==> config.mk <==
export PLATFORM = sky130hd
export DESIGN_NAME = mac_half_slice
export DESIGN_NICKNAME = d
export VERILOG_FILES = /design/src/rtl/mac_slice_pkg.sv /design/src/rtl/mac_operand_mult.sv /design/src/rtl/mac_first_stage.sv /design/src/rtl/mac_second_stage.sv /design/src/rtl/mac_half_slice.sv
export SDC_FILE = /design/constraint.sdc
export NUM_CORES = 2
export LEC_CHECK = 0
export ABC_AREA = 0
export BUFFER_PORTS_ARGS = -buffer_cell sky130_fd_sc_hd__buf_4
export CAP_MARGIN = 20
export CORE_ASPECT_RATIO = 0.5
export CORE_MARGIN = 2
export CORE_UTILIZATION = 45
export DETAILED_ROUTE_END_ITERATION = 16
export REMOVE_ABC_BUFFERS = 1
export SYNTH_ARGS = -nofsm -noshare
export SYNTH_HDL_FRONTEND = slang
export SYNTH_SLANG_ARGS = --single-unit
==> constraint.sdc <==
create_clock -name clk -period 3.6 [get_ports clk]
set_input_delay 0.72 -clock clk [delete_from_list [all_inputs] [get_ports clk]]
set_output_delay 0.72 -clock clk [all_outputs]
set_load 0.01 [all_outputs]
==> src/rtl/mac_slice_pkg.sv <==
package mac_slice_pkg;
   localparam int unsigned MAC_OPW_DEF  = 18;
   localparam int unsigned MAC_ACCW_DEF = 44;

   typedef enum logic {
      COMBINE_ADD = 1'b0,
      COMBINE_SUB = 1'b1
   } combine_e;
endpackage

==> src/rtl/mac_operand_mult.sv <==
module mac_operand_mult #(
   parameter int unsigned OPW  = 18,
   parameter int unsigned ACCW = 44
) (
   input  logic [OPW-1:0]  a,
   input  logic [OPW-1:0]  b,
   input  logic            sa,
   input  logic            sb,
   output logic [ACCW-1:0] prod
);
   localparam int unsigned XW = OPW + 1;
   localparam int unsigned PW = 2 * XW;

   initial begin
      if (ACCW < PW) $error("ACCW too narrow for product");
   end

   logic signed [XW-1:0] ax, bx;
   logic signed [PW-1:0] pf;

   // one extra bit makes an unsigned operand a positive signed one
   assign ax = {sa & a[OPW-1], a};
   assign bx = {sb & b[OPW-1], b};
   assign pf = ax * bx;

   generate
      if (ACCW > PW) begin : g_ext
         assign prod = {{(ACCW-PW){pf[PW-1]}}, pf};
      end else begin : g_fit
         assign prod = pf;
      end
   endgenerate
endmodule

==> src/rtl/mac_first_stage.sv <==
module mac_first_stage
   import mac_slice_pkg::*;
#(
   parameter int unsigned ACCW     = 44,
   parameter combine_e    COMBINE  = COMBINE_ADD,
   parameter bit          PIPE_EN  = 1'b1
) (
   input  logic            clk,
   input  logic            rst_n,
   input  logic            ce,
   input  logic [ACCW-1:0] p0,
   input  logic [ACCW-1:0] p1,
   output logic [ACCW-1:0] s1_comb,
   output logic [ACCW-1:0] s1_out
);
   generate
      if (COMBINE == COMBINE_SUB) begin : g_sub
         assign s1_comb = p0 - p1;
      end else begin : g_add
         assign s1_comb = p0 + p1;
      end

      if (PIPE_EN) begin : g_pipe
         logic [ACCW-1:0] s1_q;
         always_ff @(posedge clk or negedge rst_n) begin
            if (!rst_n)  s1_q <= '0;
            else if (ce) s1_q <= s1_comb;
         end
         assign s1_out = s1_q;
      end else begin : g_nopipe
         assign s1_out = s1_comb;
      end
   endgenerate
endmodule

==> src/rtl/mac_second_stage.sv <==
module mac_second_stage #(
   parameter int unsigned ACCW    = 44,
   parameter bit          OUT_REG = 1'b1
) (
   input  logic            clk,
   input  logic            rst_n,
   input  logic            ce,
   input  logic            acc_en,
   input  logic            clr,
   input  logic [ACCW-1:0] s1,
   input  logic [ACCW-1:0] chain_in,
   output logic [ACCW-1:0] acc_q,
   output logic [ACCW-1:0] result
);
   logic [ACCW-1:0] fb;
   logic [ACCW-1:0] sum;

   assign fb  = (acc_en && !clr) ? acc_q : '0;
   assign sum = s1 + chain_in + fb;

   // held sum is always registered so the feedback path never closes combinationally
   always_ff @(posedge clk or negedge rst_n) begin
      if (!rst_n)  acc_q <= '0;
      else if (ce) acc_q <= sum;
   end

   generate
      if (OUT_REG) begin : g_reg
         assign result = acc_q;
      end else begin : g_comb
         assign result = sum;
      end
   endgenerate
endmodule

==> src/rtl/mac_half_slice.sv <==
module mac_half_slice
   import mac_slice_pkg::*;
#(
   parameter int unsigned OPW      = MAC_OPW_DEF,
   parameter int unsigned ACCW     = MAC_ACCW_DEF,
   parameter combine_e    COMBINE  = COMBINE_ADD,
   parameter bit          PIPE_EN  = 1'b1,
   parameter bit          OUT_REG  = 1'b1
) (
   input  logic            clk,
   input  logic            rst_n,
   input  logic            ce,
   input  logic            sgn_a,
   input  logic            sgn_b,
   input  logic [OPW-1:0]  a0,
   input  logic [OPW-1:0]  b0,
   input  logic [OPW-1:0]  a1,
   input  logic [OPW-1:0]  b1,
   input  logic [ACCW-1:0] chain_in,
   input  logic            acc_en,
   input  logic            clr,
   output logic [ACCW-1:0] result,
   output logic [ACCW-1:0] chain_out
);
   localparam int unsigned NMUL = 2;

   initial begin
      if (OPW < 2)           $error("OPW must be at least 2");
      if (ACCW < 2*OPW + 2)  $error("ACCW must hold a full product");
   end

   logic [OPW-1:0]  op_a [NMUL];
   logic [OPW-1:0]  op_b [NMUL];
   logic [ACCW-1:0] prod [NMUL];
   logic [ACCW-1:0] s1_comb;
   logic [ACCW-1:0] s1_feed;
   logic [ACCW-1:0] acc_q;

   assign op_a[0] = a0;
   assign op_a[1] = a1;
   assign op_b[0] = b0;
   assign op_b[1] = b1;

   // sign selects are shared across each port
   generate
      for (genvar g = 0; g < NMUL; g++) begin : g_mul
         mac_operand_mult #(.OPW(OPW), .ACCW(ACCW)) u_mult (
            .a(op_a[g]), .b(op_b[g]), .sa(sgn_a), .sb(sgn_b), .prod(prod[g])
         );
      end
   endgenerate

   mac_first_stage #(.ACCW(ACCW), .COMBINE(COMBINE), .PIPE_EN(PIPE_EN)) u_s1 (
      .clk(clk), .rst_n(rst_n), .ce(ce),
      .p0(prod[0]), .p1(prod[1]),
      .s1_comb(s1_comb), .s1_out(s1_feed)
   );

   mac_second_stage #(.ACCW(ACCW), .OUT_REG(OUT_REG)) u_s2 (
      .clk(clk), .rst_n(rst_n), .ce(ce), .acc_en(acc_en), .clr(clr),
      .s1(s1_feed), .chain_in(chain_in), .acc_q(acc_q), .result(result)
   );

   assign chain_out = result;
endmodule

==> impl_metrics.py <==
metrics = {
    "yosys": {
        "synth-seq-cells": 83,
        "syn-mean-instance-area_um2": 9.60,
        "ys.flop_type": "dfrtp_1",
        "netlist_instances": 3522,
        "synth-edff-count": 0,
        "yosysUniqueCellTypes": 66,
        "synth_seq_area_share_pct": 6.14,
        "synth_area_leaders": "fa_1 51%, inv_1 9.6%, ha_1 7.9%",
        "synthArstFlopShare_pct": 100,
        "netlist_area_um2": 33800,
        "yosysTopAreaCell": "fa_1",
        "yosysMostFrequentCell": "fa_1",
        "ys_top_cells_by_count": "869 x fa_1, 866 x inv_1, 462 x nand2_1",
        "ys_warn_count": 0,
        "yosysTopAreaCellShare_pct": 51.5,
    },
    "drt": {
        "vias": 25300,
        "drc": 0,
        "drtIter0Drc": 1907,
        "wl_per_cell_um": 19.0,
        "firstDrtPassIters": 5,
        "viasPerCell": 4.99,
        "routed_wl_um": 96400,
        "ant_nets": 0,
    },
    "worst_setup_path": {
        "r2r_start": "u_s2.acc_q[3]",
        "reg2regPathDepth": 14,
        "required_ps": 3830,
        "endpoint_kind": "flip-flop",
        "cp-startpoint": "a1[12]",
        "critPathLaunchType": "input pin",
        "r2r_slack_ps": 30,
        "critical_path.max_fanout": 6,
        "cp-endpoint": "u_s1.s1_out[35]",
        "critPathKind": "in -> reg",
        "timing.rr.end": "u_s2.acc_q[23]",
        "critPathArrivalTime_ps": 7540,
    },
    "cts": {
        "htreeDepth": 3,
        "clockBufferDepth": 2,
        "clk_pin_slew_worst_paths_ps": 60,
        "clk_latency_ps": 350,
        "clkSinkCount": 83,
        "cts_buffers": 9,
        "cts-root-buf": "clkbuf_16",
        "cts_tree": "done",
    },
    "die": {
        "die_h_um": 198,
        "fp.coreArea_um2": 73700,
        "num_io_pins": 211,
        "dieArea_um2": 77500,
        "initial_core_util_pct": 45.8,
        "die_x_um": 392,
        "num_rows": 70,
    },
    "timing": {
        "slew_violations": 0,
        "fin_ws_ps": -3710,
        "setup_violations": 52,
        "max_freq_ghz": 0.137,
        "clock_skew_ps": 8.07,
        "period_minus_slack_ps": 7310,
        "rsz0062_at_grt": "true",
        "relSlewSlack_pct": 49.0,
        "hold_viol_final": 0,
        "period_share_pct": 203,
        "tightest_slew_ps": 766,
    },
    "final_layout": {
        "syn_to_final_growth_pct": 26.4,
        "final_area_um2": 42700,
        "layout-drive-gt1-share_pct": 29.2,
        "final_net_count": 5265,
    },
    "outcome": {
        "status": "finished with violations",
        "violations": "negative setup slack",
    },
    "global_route": {
        "grt_pass1_wl_um": 155000,
        "grtUsageTotal_pct": 26.1,
        "grt_max_degree": 93,
        "antenna_found_initial": 1,
        "grt-ovfl-total": 0,
        "grt_pass1_vias": 27100,
    },
    "job": {
        "maxCapViolCount": 0,
    },
    "placed_design": {
        "io_buffers": 210,
        "dp_hpwl_um": 83900,
        "pre_cts_ws_ps": -4390,
        "postPlaceCellArea_um2": 39100,
        "gp_congestion": 0.942,
    },
    "hold_path": {
        "hp-class": "in -> async",
    },
}
stage by stage:
| stage | utilization, % | TNS [ps] | std cells | hold WS, ps |
|---|---|---|---|---|
| floorplan | - | -138480 | 3326 | 424 |
| global placement | 53.1 | -145790 | 4980 | 529 |
| detailed placement | 53.1 | -145820 | 4980 | 532 |
| CTS | 56.7 | -110930 | 5043 | 472 |
| global route | 58.0 | -120270 | 5074 | 494 |
| finish | 58.0 | -113550 | 5074 | 436 |
cell usage in the layout, fill, tap and decap left out, drive strengths merged, types with 25 or more instances in the layout:
cell   Yosys  routed
fa       869     869
inv      866     866
buf       56     722
nand2    462     462
and2     294     294
ha       213     213
dfrtp     83      83
a21oi     74      74
xnor2     67      67
mux2      65      65
a21o      56      56
nor2      51      51
o21ai     28      28
xor2      25      25
worst min path at each step:
stage	endpoint	cells past startpoint
final	u_s2.acc_q[6]	1
after global routing	u_s2.acc_q[7]	1
after CTS	u_s2.acc_q[3]	1
after detailed placement	u_s2.acc_q[38]	2
after global placement	u_s1.s1_out[28]	1
after floorplan	u_s1.s1_out[0]	0
cells by family after synthesis:
logic type,Yosys count,synth area share [%]
flops,83,6.14
xor+xnor,92,2.38
mux,67,2.22
buf+inv,1062,12.3
compound gates,231,4.70
simple gates,905,12.9
fa+ha+maj,1082,59.3
critical path: stages:
cell and delay [ps]:
buf_12 110, and2_4 160, fa_2 570, inv_2 40
fa_2 530, inv_2 40, fa_2 360, fa_1 550
inv_2 40, fa_1 520, inv_2 50, fa_1 520
inv_2 60, fa_2 460, fa_2 610, inv_2 60
ha_4 210, a21o_1 170, a21o_1 170, a21o_1 170
a21o_1 180, a221oi_4 390, o22ai_4 150, a21oi_2 190
nor2b_4 170, xnor2_1 70, mux2_2 260
metal layers:
metal	global-route usage [%]	up-vias	share of wire, %
li1	-	11300	-
met1	39.9	13200	47
met2	38.9	719	44
met3	5.73	70	8.2
met4	3.15	0	1.0
met5	0	-	0
sequential cells by signal, indices dropped and copies added (netlist names):
signal	flops
u_s1.s1_out	39
u_s2.acc_q	44
timing repair:
action,CTS,global route
setup buffers,53,38
gates cloned,2,0
gates resized for setup,436,181
hold buffers,0,0
setup endpoints to repair,58,63
pin swaps,198,163
area by class of cell:
cell class,count,area (um2)
Antenna cell,1,2.50
Clock buffer,12,256
Clock inverter,4,72.6
Fill cell,6336,31000
Inverter,866,3250
Multi-Input combinational cell,2377,29600
Sequential cell,83,2080
Tap cell,1008,1260
Timing Repair Buffer,723,6230
Power is left out: the tool's default activity adds up to more than one toggle a clock period on the data nets, which glitch-free logic cannot reach.
